===== src/rtl/rbu_pkg.sv =====
package rbu_pkg;
  localparam int INSTR_W   = 32;
  localparam int REG_IDX_W = 5;
  localparam int VAR_W     = 5;
  localparam int TAIL_W    = 11;

  localparam logic [5:0] REG_BRANCH_OPCODE = 6'b100110;

  localparam logic [VAR_W-1:0] VAR_REL       = 5'b00000;
  localparam logic [VAR_W-1:0] VAR_REL_DLY   = 5'b10000;
  localparam logic [VAR_W-1:0] VAR_REL_DLY_L = 5'b10100;
  localparam logic [VAR_W-1:0] VAR_ABS       = 5'b01000;
  localparam logic [VAR_W-1:0] VAR_ABS_DLY   = 5'b11000;

  typedef struct packed {
    logic                 isBranchOp;
    logic                 tailZero;
    logic                 knownVariant;
    logic                 delayFlag;
    logic                 absFlag;
    logic                 linkFlag;
    logic [REG_IDX_W-1:0] rdIdx;
    logic [REG_IDX_W-1:0] srcIdx;
  } decodedInstr_t;

  typedef struct packed {
    logic fireNow;
    logic fireSaved;
    logic captureTarget;
    logic selAbs;
    logic linkWe;
  } dpStrobe_t;
endpackage


===== src/rtl/rbu_decode.sv =====
module rbu_decode
  import rbu_pkg::*;
(
  input  logic [INSTR_W-1:0] instr,
  output decodedInstr_t      dec
);
  logic [VAR_W-1:0] variantField;

  assign variantField = instr[20:16];

  always_comb begin
    dec.isBranchOp = (instr[31:26] == REG_BRANCH_OPCODE);
    dec.tailZero   = (instr[TAIL_W-1:0] == '0);
    unique case (variantField)
      VAR_REL, VAR_REL_DLY, VAR_REL_DLY_L, VAR_ABS, VAR_ABS_DLY:
        dec.knownVariant = 1'b1;
      default:
        dec.knownVariant = 1'b0;
    endcase
    dec.delayFlag = variantField[4];
    dec.absFlag   = variantField[3];
    dec.linkFlag  = variantField[2];
    dec.rdIdx     = instr[25:21];
    dec.srcIdx    = instr[15:11];
  end

  always_comb begin
    if (dec.knownVariant) begin
      assert_link_implies_delay_R7: assert (!dec.linkFlag || dec.delayFlag);
    end
  end
endmodule


===== src/rtl/rbu_control.sv =====
module rbu_control
  import rbu_pkg::*;
(
  input  logic                 clk,
  input  logic                 rstN,
  input  logic                 instrValid,
  input  decodedInstr_t        dec,
  output dpStrobe_t            strobe,
  output logic                 branchTaken,
  output logic                 delaySlot,
  output logic                 illegalInstr,
  output logic                 linkWe,
  output logic [REG_IDX_W-1:0] linkIdx
);
  logic pending;
  logic inSlot;
  logic wellFormed;
  logic acceptNew;

  always_comb begin
    inSlot     = pending && instrValid;
    wellFormed = dec.isBranchOp && dec.tailZero && dec.knownVariant;
    acceptNew  = instrValid && wellFormed && !inSlot;

    strobe.fireSaved     = inSlot;
    strobe.fireNow       = acceptNew && !dec.delayFlag;
    strobe.captureTarget = acceptNew && dec.delayFlag;
    strobe.selAbs        = dec.absFlag;
    strobe.linkWe        = acceptNew && dec.linkFlag;

    branchTaken  = strobe.fireNow || strobe.fireSaved;
    delaySlot    = inSlot;
    illegalInstr = instrValid && dec.isBranchOp && (!wellFormed || inSlot);
    linkWe       = strobe.linkWe;
    linkIdx      = strobe.linkWe ? dec.rdIdx : '0;
  end

  always_ff @(posedge clk) begin
    if (!rstN) begin
      pending <= 1'b0;
    end else if (strobe.captureTarget) begin
      pending <= 1'b1;
    end else if (inSlot) begin
      pending <= 1'b0;
    end
  end

  assert_single_action_R5: assert property (@(posedge clk) disable iff (!rstN)
    $onehot0({strobe.fireNow, strobe.fireSaved, strobe.captureTarget}));

  assert_stall_keeps_pending_R6: assert property (@(posedge clk) disable iff (!rstN)
    (pending && !instrValid) |=> pending);

  assert_slot_clears_R9: assert property (@(posedge clk) disable iff (!rstN)
    delaySlot |=> !delaySlot);
endmodule


===== src/rtl/rbu_datapath.sv =====
module rbu_datapath
  import rbu_pkg::*;
#(
  parameter int XLEN    = 32,
  parameter int PC_STEP = 4
) (
  input  logic            clk,
  input  logic            rstN,
  input  dpStrobe_t       strobe,
  input  logic [XLEN-1:0] curPc,
  input  logic [XLEN-1:0] rbValue,
  output logic [XLEN-1:0] nextPc,
  output logic [XLEN-1:0] linkData
);
  localparam logic [XLEN-1:0] STEP = XLEN'(PC_STEP);

  logic [XLEN-1:0] target;
  logic [XLEN-1:0] savedTarget;
  logic [XLEN-1:0] seqPc;

  always_comb begin
    seqPc  = curPc + STEP;
    target = strobe.selAbs ? rbValue : (curPc + rbValue);
    if (strobe.fireSaved) begin
      nextPc = savedTarget;
    end else if (strobe.fireNow) begin
      nextPc = target;
    end else begin
      nextPc = seqPc;
    end
    linkData = strobe.linkWe ? curPc : '0;
  end

  always_ff @(posedge clk) begin
    if (!rstN) begin
      savedTarget <= '0;
    end else if (strobe.captureTarget) begin
      savedTarget <= target;
    end
  end

  assert_link_value_R7: assert property (@(posedge clk) disable iff (!rstN)
    strobe.linkWe |-> (linkData == curPc));

  assert_quiet_sequential_R1: assert property (@(posedge clk) disable iff (!rstN)
    (!strobe.fireNow && !strobe.fireSaved) |-> (nextPc == seqPc));
endmodule


===== src/rtl/reg_branch_unit.sv =====
module reg_branch_unit
  import rbu_pkg::*;
#(
  parameter int XLEN    = 32,
  parameter int PC_STEP = 4
) (
  input  logic                 clk,
  input  logic                 rstN,
  input  logic                 instrValid,
  input  logic [INSTR_W-1:0]   instr,
  input  logic [XLEN-1:0]      curPc,
  input  logic [XLEN-1:0]      rbValue,
  output logic [REG_IDX_W-1:0] rbIdx,
  output logic [XLEN-1:0]      nextPc,
  output logic                 branchTaken,
  output logic                 delaySlot,
  output logic                 illegalInstr,
  output logic                 linkWe,
  output logic [REG_IDX_W-1:0] linkIdx,
  output logic [XLEN-1:0]      linkData
);
  decodedInstr_t dec;
  dpStrobe_t     strobe;

  rbu_decode uDecode (
    .instr (instr),
    .dec   (dec)
  );

  assign rbIdx = dec.srcIdx;

  rbu_control uControl (
    .clk          (clk),
    .rstN         (rstN),
    .instrValid   (instrValid),
    .dec          (dec),
    .strobe       (strobe),
    .branchTaken  (branchTaken),
    .delaySlot    (delaySlot),
    .illegalInstr (illegalInstr),
    .linkWe       (linkWe),
    .linkIdx      (linkIdx)
  );

  rbu_datapath #(
    .XLEN    (XLEN),
    .PC_STEP (PC_STEP)
  ) uDatapath (
    .clk      (clk),
    .rstN     (rstN),
    .strobe   (strobe),
    .curPc    (curPc),
    .rbValue  (rbValue),
    .nextPc   (nextPc),
    .linkData (linkData)
  );

  assert_idle_quiet_R1: assert property (@(posedge clk) disable iff (!rstN)
    !instrValid |-> (!branchTaken && !delaySlot && !linkWe && !illegalInstr));

  assert_illegal_no_effect_R8: assert property (@(posedge clk) disable iff (!rstN)
    (illegalInstr && !delaySlot) |-> (!branchTaken && !linkWe));

  assert_slot_no_link_R9: assert property (@(posedge clk) disable iff (!rstN)
    delaySlot |-> (!linkWe && branchTaken));
endmodule


===== config.mk =====
export PLATFORM = sky130hd
export DESIGN_NAME = reg_branch_unit
export DESIGN_NICKNAME = d
export VERILOG_FILES = /design/src/rtl/rbu_pkg.sv /design/src/rtl/rbu_decode.sv /design/src/rtl/rbu_control.sv /design/src/rtl/rbu_datapath.sv /design/src/rtl/reg_branch_unit.sv
export SDC_FILE = /design/constraint.sdc
export NUM_CORES = 1
export LEC_CHECK = 0
export ABC_AREA = 1
export ABC_CLOCK_PERIOD_IN_PS = 2900
export BUFFER_PORTS_ARGS = -buffer_cell sky130_fd_sc_hd__buf_2
export CORE_MARGIN = 10
export CORE_UTILIZATION = 30
export DETAILED_ROUTE_END_ITERATION = 8
export PLACE_DENSITY = 0.5
export SLEW_MARGIN = 20
export SYNTH_ARGS = -nofsm -noshare
export SYNTH_HDL_FRONTEND = slang
export SYNTH_SLANG_ARGS = --single-unit
export TNS_END_PERCENT = 100

===== constraint.sdc =====
create_clock -name clk -period 2.9 [get_ports clk]
set_clock_uncertainty 0.2 [all_clocks]
set_input_delay 0.58 -clock clk [delete_from_list [all_inputs] [get_ports clk]]
set_output_delay 0.58 -clock clk [all_outputs]
set_load 0.05 [all_outputs]

# After elaboration in Yosys (flattened, before gate mapping)
# Index checks and enable logic that the tools add are counted.
# W data, S select, Z words.
[totals]
ff_bits = 33
wordCells = 36
[op_classes]
n_addsub = 2
eq_ne = 5
n_mux = 8
n_reduce_logical = 19
[op_table]
columns = ["op", "n"]
rows = [
  ["$mux W32", 4],
  ["$add A32 B3 Y32 const B", 1],
  ["$add A32 B32 Y32", 1],
  ["$eq A5 B5 Y1 const B", 3],
  ["$logic_not A11 Y1", 1],
  ["$logic_and A1 B1 Y1", 10],
  ["$eq A6 B6 Y1 const B", 1],
  ["$eq A5 B4 Y1 const B", 1],
  ["$logic_not A5 Y1", 1],
  ["$mux W5", 1],
  ["$reduce_or A5 Y1", 1],
  ["$logic_not A1 Y1", 3],
  ["$mux W1", 3],
  ["$logic_or A1 B1 Y1", 2],
  ["$reduce_bool A2 Y1", 1],
]

# Depth between registers and ports, before layout
# Gate-level depths: netlist (run 1).
[depth]
word_depth = 9
mapped_depth = 14

# Modules after synthesis
# Synthesis (run 1) repeated with hierarchy kept, for this count alone.
[unflattened]
cells_unflattened = 1196
area_unflattened_um2 = 6025.8
[by_module_without_submodules]
columns = ["module", "instances", "cells_each", "area_each_um2"]
rows = [
  ["rbu_datapath", 1, 1125, 5646.7],
  ["rbu_decode", 1, 37, 196.4],
  ["rbu_control", 1, 34, 182.7],
]

# Worst setup path after synthesis (run 1)
# No wires, ideal clock.
[synth_path]
kind = "input to output"
from = "input curPc[0]"
to = "output nextPc[8]"
arrival_time_ns = 2.425
slack_ns = -0.305
stages = 11
cell_sequence = "ha_1 fa_1 nand3_1 nand3_1 nand2_1 nand2_1 or2_2 nand3_1 nand2_1 nand2_1 o211ai_1"
[synth_between]
elab_chain_len = 4
[synth_rtl]
columns = ["item", "line_no", "source"]
rows = [
  ["from (decl)", "reg_branch_unit.sv:11", "input logic [XLEN-1:0] curPc,"],
  ["$add A32 B32 Y32", "rbu_datapath.sv:23", "target = strobe.selAbs ? rbValue : (curPc + rbValue);"],
  ["$mux W32", "rbu_datapath.sv:23", ""],
  ["$mux W32 *", "rbu_datapath.sv:26", "end else if (strobe.fireNow) begin"],
  ["$mux W32 *", "rbu_datapath.sv:24", "if (strobe.fireSaved) begin"],
  ["to (decl)", "reg_branch_unit.sv:14", "output logic [XLEN-1:0] nextPc,"],
]
# Every way passes the cells marked *; elsewhere a longest branch is shown, timed or not.

# Worst setup path after layout (run 1)
[layout_path]
from = "input rbValue[0]"
to = "output nextPc[16]"
[layout_between]
elab_chain_len = 4
[layout_rtl]
columns = ["item", "line_no", "source"]
rows = [
  ["from (decl)", "reg_branch_unit.sv:12", "input logic [XLEN-1:0] rbValue,"],
  ["$add A32 B32 Y32", "rbu_datapath.sv:23", ""],
  ["$mux W32", "rbu_datapath.sv:23", ""],
  ["$mux W32", "rbu_datapath.sv:26", ""],
  ["$mux W32", "rbu_datapath.sv:24", ""],
]
# Every way passes these cells.

==> flow_summary.rst, run 1 <==
.. list-table::
   :header-rows: 1

   * - Metric
     - Value
   * - Final worst-path cycle share
     - 109.0%
   * - Max incr delay on CP
     - 370 ps
   * - Count of clock tree sinks
     - 33
   * - Depth of the most critical reg-to-reg path
     - 14
   * - Type of the most critical hold path
     - register to register
   * - Required arrival time at the worst endpoint
     - 2120 ps
   * - Netlist Area Pre-Place
     - 0.005842 sq mm
   * - Cell family contributing the most delay on the critical path
     - simple AND/OR/NAND/NOR gates
   * - Clock slew at reported path FFs
     - 60 ps
   * - Syn_nets
     - 1288
   * - Worst setup path class
     - input pin to output pin
   * - Type of element capturing the critical path
     - output pin
   * - Async set-reset flop share out of synthesis
     - 0%
   * - Kind of launch point of the worst setup path
     - input pin
   * - Number of antenna repair diodes
     - 0
   * - Routed wire length
     - 30000 microns
   * - Highest clock rate
     - 0.3164 GHz
   * - Placed wire-length estimate
     - 22470 microns
   * - Initial Util
     - 30.82%
   * - Insertion delay of the later-clocked pin in the worst-skew pair
     - 290 ps
   * - Clock root cell
     - clkbuf_16
   * - Final period demand of the worst path
     - 3161 ps
   * - Number of antenna violations at the first check in global routing
     - 0
   * - CTS buffer count
     - 5
   * - H-tree Lvls
     - 2
   * - Floorplan die area
     - 0.02545 sq mm
   * - Unrepaired setup endpoints after global routing
     - true
   * - Cell-by-cell trace of the critical path
     - buf_8 -> ha_4 -> fa_2 -> nand3_2 -> nand3_4 -> nand2_2 -> nand2_4 -> nand2_1 -> nand2_1 -> or2_4 -> nand3_2 -> nand2_2 -> nand2_2 -> nand2_4 -> buf_8
   * - Leakage power summed over all cells
     - 6.104 nW
   * - Result of the run
     - complete, but fails checks
   * - Pin count of the biggest net entering global routing
     - 32
   * - # fillers
     - 1699
   * - Final Hold Slack
     - 273.5 ps
   * - Setup slack of the worst register-to-register path
     - 580 ps
   * - Count of nets after finishing
     - 1656
   * - Count of max-cap constraint violations
     - 0
   * - Placer's final routability congestion estimate
     - 0.9137
   * - Grt ovf
     - 0
   * - Share of final-layout standard cells stronger than drive strength 1
     - 50.95%
   * - Total power per unit cell area
     - 236.2 mW/mm^2
   * - Number of DRC violations after detailed-routing iteration 0
     - 538
   * - Max-slew headroom at the worst pin
     - 60.77%
   * - Clock tree from TritonCTS
     - built
   * - Worst reg2reg endpoint
     - uDatapath.savedTarget[28]
   * - Area growth from synthesis to layout
     - 99.81%
   * - Mean post-synth cell area
     - 5.054 sq um
   * - Number of I/O port buffers
     - 166
   * - Global-route wire length before repair
     - 44330 microns
   * - Maximum ir drop on the vdd rail
     - 0.0001945 V
   * - Final total power
     - 2.757 mW
   * - Cell count after synthesis
     - 1156
   * - Post-synthesis sequential area ratio
     - 11.31%
   * - Ranking of synthesized cells by instance count
     - 444 x nand2_1, 225 x inv_1, 108 x nor2_1, 90 x nand3_1, 35 x a21oi_1
   * - Floorplan Core Area
     - 0.01896 sq mm
   * - GRT Util Overall
     - 21.53%
   * - I/O pins
     - 177
   * - DRC errors left
     - 0
   * - Critical path peak fanout
     - 4
   * - Sum of negative setup slack
     - -4752 ps
   * - Most frequent CP cell
     - nand2_2
   * - Number of buffers on the longest clock path
     - 2
   * - WP data arrival
     - 2380 ps
   * - Chip width
     - 159.5 microns
   * - Violated checks
     - negative setup slack
   * - Number of flops mapped to enable cells by yosys
     - 0
   * - Count of endpoints failing setup in the final report
     - 35
   * - Last element of the critical path
     - nextPc[16]
   * - Remaining number of nets flagged by the antenna check after routing
     - 0
   * - Dominant cell by count in the synthesized netlist
     - nand2_1
   * - Top-area cell type share of the netlist area
     - 28.53%
   * - Startpoint of the most critical register-to-register path
     - uControl.pending
   * - Final Hold Violating Endpoints
     - 0
   * - Die H
     - 159.5 microns
   * - Via-per-instance ratio
     - 4.708
   * - Actual transition at the worst max-transition pin
     - 587.8 ps
   * - Final max-slew violation count
     - 0
   * - Ys Warns
     - 0
   * - Instance count on the critical path
     - 15
   * - Total via count in the routed design
     - 8404
   * - Number of iterations in the first detailed-routing pass
     - 6
   * - Biggest area consumer among synthesized cells
     - nand2_1
   * - Vias in the first global route
     - 8247
   * - Hold buffer count at cts
     - 0
   * - Slowest stage cell, crit path
     - fa_2
   * - Routed wire per std cell
     - 16.81 microns
   * - Worst setup path start
     - rbValue[0]
   * - Flip-flop and latch count after synthesis
     - 33
   * - Number of library cell types mapped by synthesis
     - 41
   * - Rows
     - 50
   * - Final WS setup
     - -260.6 ps
   * - Synth Flop Type
     - dfxtp_1
   * - Most area-consuming cells after synthesis
     - nand2_1 29%, inv_1 14%, dfxtp_1 11%
   * - Buf+Inv Stages, Crit Path
     - 2
[registers in the layout, summed over array words and instances (netlist names)]
| signal | count |
|---|---|
| uDatapath.savedTarget | 32 |
| uControl.pending | 1 |
[worst register-to-register path: stages (launching register included)]
cell and delay, ps:
dfxtp_1 320, nand2_2 60, nand2_1 60, nor3_2 170, nand2_1 100, nor2_4 120
buf_6 110, nand2_4 50, buf_4 130, buf_4 130, nor2_4 130, buf_4 300
nand3_1 200, nand2_1 100, inv_1 40
[area by class of cell]
cell class / count / area, sq um / area share [%]
repair inverters: 3 / 36.28 / 0.3109
flip-flops and latches: 33 / 660.6 / 5.660
clock inverters: 1 / 5.005 / 0.04288
repair buffers: 390 / 3476 / 29.78
clock buffers: 7 / 152.6 / 1.308
multi-input cells: 859 / 6120 / 52.43
well taps: 260 / 325.3 / 2.787
inverters: 232 / 897.1 / 7.686
[placed cells by master (no fill, tap or decap), drive strengths merged, types with 2 or more instances in the layout]
cell and n:
clkinv 4, o21a 11, o21bai 2, o21ai 31, dfxtp 33, inv 232, a22oi 2, o221ai 3
nand2 447, nor2 110, or2 9, a31oi 4, mux2i 2, nor3 24, o22ai 2, nand4 9
ha 32, xor2 28, o211ai 8, a21oi 35, buf 386, nand3b 2, xnor2 3, clkbuf 9
nand3 91, bufbuf 2
[routing by layer]
metal  vias up  global-route usage, %  wire, microns
li1       4260                      -              -
met1      3809                  27.13          12770
met2       274                  37.16          14690
met5         -                      0              0
met3        61                  2.763           1745
met4         0                  6.445            806
[worst min path at each step]
stage / from / endpoint / slack [ps] / cells past startpoint
after floorplan: uDatapath.savedTarget[0] / uDatapath.savedTarget[0] / 250 / 2
after global placement: uDatapath.savedTarget[1] / uDatapath.savedTarget[1] / 260 / 2
after detailed placement: uDatapath.savedTarget[2] / uDatapath.savedTarget[2] / 270 / 2
after CTS: uDatapath.savedTarget[2] / uDatapath.savedTarget[2] / 280 / 2
after global routing: uDatapath.savedTarget[0] / uDatapath.savedTarget[0] / 300 / 2
final: uDatapath.savedTarget[0] / uDatapath.savedTarget[0] / 270 / 2
[per-stage QoR]
stage / area (sq um) / worst slack (ps) / std cells / utilization, %
floorplan: 6020 / -209.0 / 1156 / -
global placement: 8446 / -511.3 / 1732 / 44.55
detailed placement: 8446 / -523.4 / 1732 / 44.55
CTS: 10750 / -236.0 / 1774 / 56.71
global route: 11670 / -340.0 / 1785 / 61.58
finish: 11670 / -260.6 / 1785 / 61.58
[cells by family after synthesis]
group	count (synthesis)	synth area share, %
mux	2	0.3427
fa+ha+maj	33	7.196
xor+xnor	31	4.648
simple gates	694	48.70
flops	33	11.31
compound gates	99	9.831
buf+inv	264	17.97
[where the power goes]
part	internal [mW]	total (mW)	switching, mW
Sequential	0.453	0.453	0.000000132
Clock	0.364	0.581	0.217
Combinational	0.774	1.72	0.949
[repair_timing]
item                                    4_1_cts  5_1_grt
endpoints found under the setup margin       69       73
buffers inserted                             28       10
cloned                                        6        3
pin swaps                                   124       88
resized for setup                           466      210
(Power assumes the default switching activity.)
==> run 2: changes to the inputs <==
--- a/config.mk
+++ b/config.mk
@@ -5,13 +5,12 @@
 export SDC_FILE = /design/constraint.sdc
 export NUM_CORES = 1
 export LEC_CHECK = 0
-export ABC_AREA = 1
 export ABC_CLOCK_PERIOD_IN_PS = 2900
 export BUFFER_PORTS_ARGS = -buffer_cell sky130_fd_sc_hd__buf_2
 export CORE_MARGIN = 10
 export CORE_UTILIZATION = 30
 export DETAILED_ROUTE_END_ITERATION = 8
-export PLACE_DENSITY = 0.5
+export PLACE_DENSITY = 0.53
 export SLEW_MARGIN = 20
 export SYNTH_ARGS = -nofsm -noshare
 export SYNTH_HDL_FRONTEND = slang
==> flow_summary.rst, run 2 <==
.. list-table::
   :header-rows: 1

   * - Metric
     - Value
   * - Type of element capturing the critical path
     - output pin
   * - WP data arrival
     - 3160 ps (+780 ps)
   * - Remaining number of nets flagged by the antenna check after routing
     - 0 (unchanged)
   * - Multiplexer fraction of the synthesized cell area
     - 2.018% (+1.7 points)
   * - Floorplan Core Area
     - 0.01464 sq mm (-23%)
   * - Sum of negative setup slack
     - -51650 ps (-46890 ps)
   * - GRT Util Overall
     - 21.41% (-0.12 points)
   * - Parity-gate share of the synthesized area counting xor and xnor cells
     - 10.45% (+5.8 points)
   * - Worst setup path class
     - input pin to output pin
   * - Adder-Cell Fraction of Synth Area
     - 9.287% (+2.1 points)
   * - Final worst-path cycle share
     - 135.8% (+27 points)
   * - Routed wire length
     - 23850 microns (-21%)
   * - Leading registers by flop count
     - uDatapath.savedTarget (32), uControl.pending (1)
   * - Hold Path Depth
     - 2 (unchanged)
   * - Netlist Area Pre-Place
     - 0.004527 sq mm (-23%)
   * - Final total power
     - 2.401 mW (-13%)
   * - Number of I/O port buffers
     - 166 (unchanged)
   * - Number of iterations in the first detailed-routing pass
     - 6 (unchanged)
   * - Final WS setup
     - -1039 ps (-778.9 ps)
   * - Count of clock tree sinks
     - 33 (unchanged)
   * - Count of max-cap constraint violations
     - 0 (unchanged)
   * - Final Hold Violating Endpoints
     - 0 (unchanged)
   * - Dominant cell by count in the synthesized netlist
     - nor2_1
   * - Met2 Track Usage GR
     - 38.80% (+1.6 points)
   * - Setup slack of the worst register-to-register path
     - 430 ps (-150 ps)
   * - Clock slew at reported path FFs
     - 60 ps (about the same)
   * - Final period demand of the worst path
     - 3939 ps (+778.9 ps)
   * - Routed wire per std cell
     - 20.49 microns (+22%)
   * - Ys Warns
     - 0 (unchanged)
   * - Pin count of the biggest net entering global routing
     - 35 (+9.4%)
   * - Largest family of logic cells by synthesized area
     - compound AO/OA/AOI/OAI gates
   * - Placer's final routability congestion estimate
     - 0.8912 (-2.5%)
   * - Die H
     - 142.8 microns (-10%)
   * - Flip-flop and latch count after synthesis
     - 33 (unchanged)
   * - Startpoint of the most critical register-to-register path
     - uControl.pending
   * - Kind of launch point of the worst setup path
     - input pin
   * - Actual transition at the worst max-transition pin
     - 930.5 ps (+342.8 ps)
   * - Maximum ir drop on the vdd rail
     - 0.0001909 V (-1.8%)
   * - Initial Util
     - 30.91% (+0.094 points)
   * - Final standard cell count with taps included and fillers excluded
     - 1164 (-35%)
   * - Most frequent cells in the layout
     - 177 x buf_4, 80 x buf_2, 60 x buf_8
   * - Number of antenna violations at the first check in global routing
     - 0 (unchanged)
   * - Total via count in the routed design
     - 6261 (-25%)
   * - Highest clock rate
     - 0.2538 GHz (-20%)
   * - Post-synthesis sequential area ratio
     - 14.59% (+3.3 points)
   * - Max-slew headroom at the worst pin
     - 37.90% (-23 points)
   * - Cell count after synthesis
     - 632 (-45%)
   * - Number of DRC violations after detailed-routing iteration 0
     - 453 (-16%)
   * - Floorplan die area
     - 0.02040 sq mm (-20%)
   * - Number of flip-flops in the largest register
     - 32 (unchanged)
   * - Area growth from synthesis to layout
     - 103.5%
   * - Count of nets after finishing
     - 1111 (-33%)
   * - Ranking of synthesized cells by instance count
     - 66 x nor2_1, 55 x nand2_1, 44 x a21oi_1, 44 x and2_1, 41 x o21ai_0
   * - Global routing usage on met1
     - 25.93% (-1.2 points)
   * - Syn_nets
     - 764 (-41%)
   * - Placed wire-length estimate
     - 16120 microns (-28%)
   * - Most frequent standard cell in the layout excluding fill and tap cells
     - buf_4
   * - Leakage power summed over all cells
     - 4.126 nW (-32%)
   * - Number of buffers on the longest clock path
     - 2 (unchanged)
   * - Type of the most critical hold path
     - register to register
   * - I/O pins
     - 177 (unchanged)
   * - Count of endpoints failing setup in the final report
     - 77 (+120%)
   * - Share of final-layout standard cells stronger than drive strength 1
     - 57.96% (+7.0 points)
   * - Clock root cell
     - clkbuf_16
   * - Required arrival time at the worst endpoint
     - 2120 ps (about the same)
   * - Total instance count after detailed placement
     - 1119 (-35%)
   * - Chip width
     - 142.8 microns (-10%)
   * - Number of antenna repair diodes
     - 0 (unchanged)
   * - Number of flops mapped to enable cells by yosys
     - 0 (unchanged)
   * - Most area-consuming cells after synthesis
     - dfxtp_1 15%, ha_1 8.8%, xnor2_1 6.6%
   * - Depth of the most critical reg-to-reg path
     - 9 (-5)
   * - Complex-gate fraction of the synthesized area
     - 30.46% (+21 points)
   * - Violated checks
     - negative setup slack
   * - HP Start
     - uControl.pending
   * - Clock tree from TritonCTS
     - built
   * - Total power per unit cell area
     - 260.6 mW/mm^2 (+10%)
   * - Unrepaired setup endpoints after global routing
     - true
   * - Fraction of the mapped netlist area in simple logic gates
     - 27.83% (-21 points)
   * - Biggest area consumer among synthesized cells
     - dfxtp_1
   * - Critical path peak fanout
     - 3 (-1)
   * - Largest register by flop count
     - uDatapath.savedTarget
   * - Top-area cell type share of the netlist area
     - 14.59% (-14 points)
   * - DRC errors left
     - 0 (unchanged)
   * - Grt ovf
     - 0 (unchanged)
   * - Mean post-synth cell area
     - 7.163 sq um (+42%)
   * - Synth Flop Type
     - dfxtp_1
   * - Via-per-instance ratio
     - 5.379 (+14%)
   * - Worst hold endpoint
     - uControl.pending
   * - Global-route wire length before repair
     - 34920 microns (-21%)
   * - Met3 Resource Use GR
     - 3.549% (+0.79 points)
   * - Final max-slew violation count
     - 0 (unchanged)
   * - CTS buffer count
     - 5 (unchanged)
   * - Async set-reset flop share out of synthesis
     - 0% (unchanged)
   * - H-tree Lvls
     - 2 (unchanged)
   * - Rows
     - 44 (-12%)
   * - Worst reg2reg endpoint
     - uDatapath.savedTarget[22]
   * - Top Usage Layer GRT
     - met2
   * - Final core area utilization
     - 62.92% (+1.3 points)
   * - Vias in the first global route
     - 6393 (-22%)
   * - Result of the run
     - complete, but fails checks
   * - Number of library cell types mapped by synthesis
     - 64 (+56%)
   * - Insertion delay of the later-clocked pin in the worst-skew pair
     - 290 ps (about the same)
[run 2: cell types whose count changed in the layout (fill, tap and decap cells not counted), moves of 35 or more]
cell | previous run | this run
nor2_4 | 39 | 3
nand2_2 | 105 | 2
buf_4 | 214 | 177
nand2_1 | 305 | 51
buf_6 | 78 | 43
inv_1 | 204 | 9
and2_4 | 0 | 38
[run 2: final cells by class]
class | count | area, sq um
timing repair buffer | 378 | 3507
multi-input combinational | 550 | 4599
clock buffer | 7 | 152.6
sequential | 33 | 660.6
fill | 1248 | 5430
inverter | 10 | 42.54
timing repair inverter | 1 | 16.27
tap | 184 | 230.2
clock inverter | 1 | 5.005
[run 2: logic make-up (layout without fill, tap and decap cells)]
kind of cell | after synthesis | count (layout)
AOI/OAI and AO/OA | 203 | 203
xor gates and xnor gates | 54 | 54
adders and majority gates | 33 | 33
buffers and inverters | 49 | 397
DFF | 33 | 33
muxes | 9 | 9
and+or+nand+nor | 251 | 251
[run 2: critical path, cell delays in order]
cell and delay [ps]:
buf_8 100, ha_4 160, fa_2 390, a21oi_4 150
o211ai_1 160, nand2_1 150, o21ai_2 80, a311o_1 320
a221oi_2 350, buf_4 190, xnor2_2 120, a21boi_2 90
o21ai_4 150, buf_6 170
[run 2: how the worst max path moves through the flow]
stage / startpoint / endpoint / slack (ps)
after CTS: rbValue[0] / nextPc[30] / -1090
final: rbValue[0] / nextPc[20] / -1040
after global placement: curPc[0] / nextPc[20] / -1250
after floorplan: curPc[0] / nextPc[30] / -960
after global routing: rbValue[0] / nextPc[20] / -1120
after detailed placement: curPc[0] / nextPc[20] / -1280
[run 2: where the power goes]
group	total [mW]	switching, mW	internal, mW
Combinational	1.34	0.671	0.666
Clock	0.612	0.246	0.365
Sequential	0.453	0.000000195	0.453
[run 2: timing repair]
| action | 4_1_cts | 5_1_grt |
|---|---|---|
| endpoints found under the setup margin | 85 | 92 |
| cloned | 9 | 2 |
| hold buffers | 0 | 0 |
| buffers inserted | 30 | 24 |
| pin swaps | 49 | 51 |
| endpoints found under the hold margin | 0 | 0 |
| gates resized for setup | 263 | 104 |
[run 2: routing by layer]
| metal | up-vias | routed length, microns | share of wire (%) |
|---|---|---|---|
| met4 | 0 | 336 | 1.4 |
| met2 | 196 | 11860 | 50 |
| met1 | 3024 | 10270 | 43 |
| met5 | - | 0 | 0 |
| li1 | 3014 | - | - |
| met3 | 27 | 1392 | 5.8 |
[run 2: metrics by stage]
stage / cell area (sq um) / setup WS, ps / hold slack (ps)
6_report: 9214 / -1039 / 281.4
5_1_grt: 9214 / -1124 / 312.1
4_1_cts: 8795 / -1087 / 278.5
3_5_place_dp: 7366 / -1280 / 268.6
3_3_place_gp: 7366 / -1248 / 262.9
2_1_floorplan: 5150 / -958.9 / 244.9
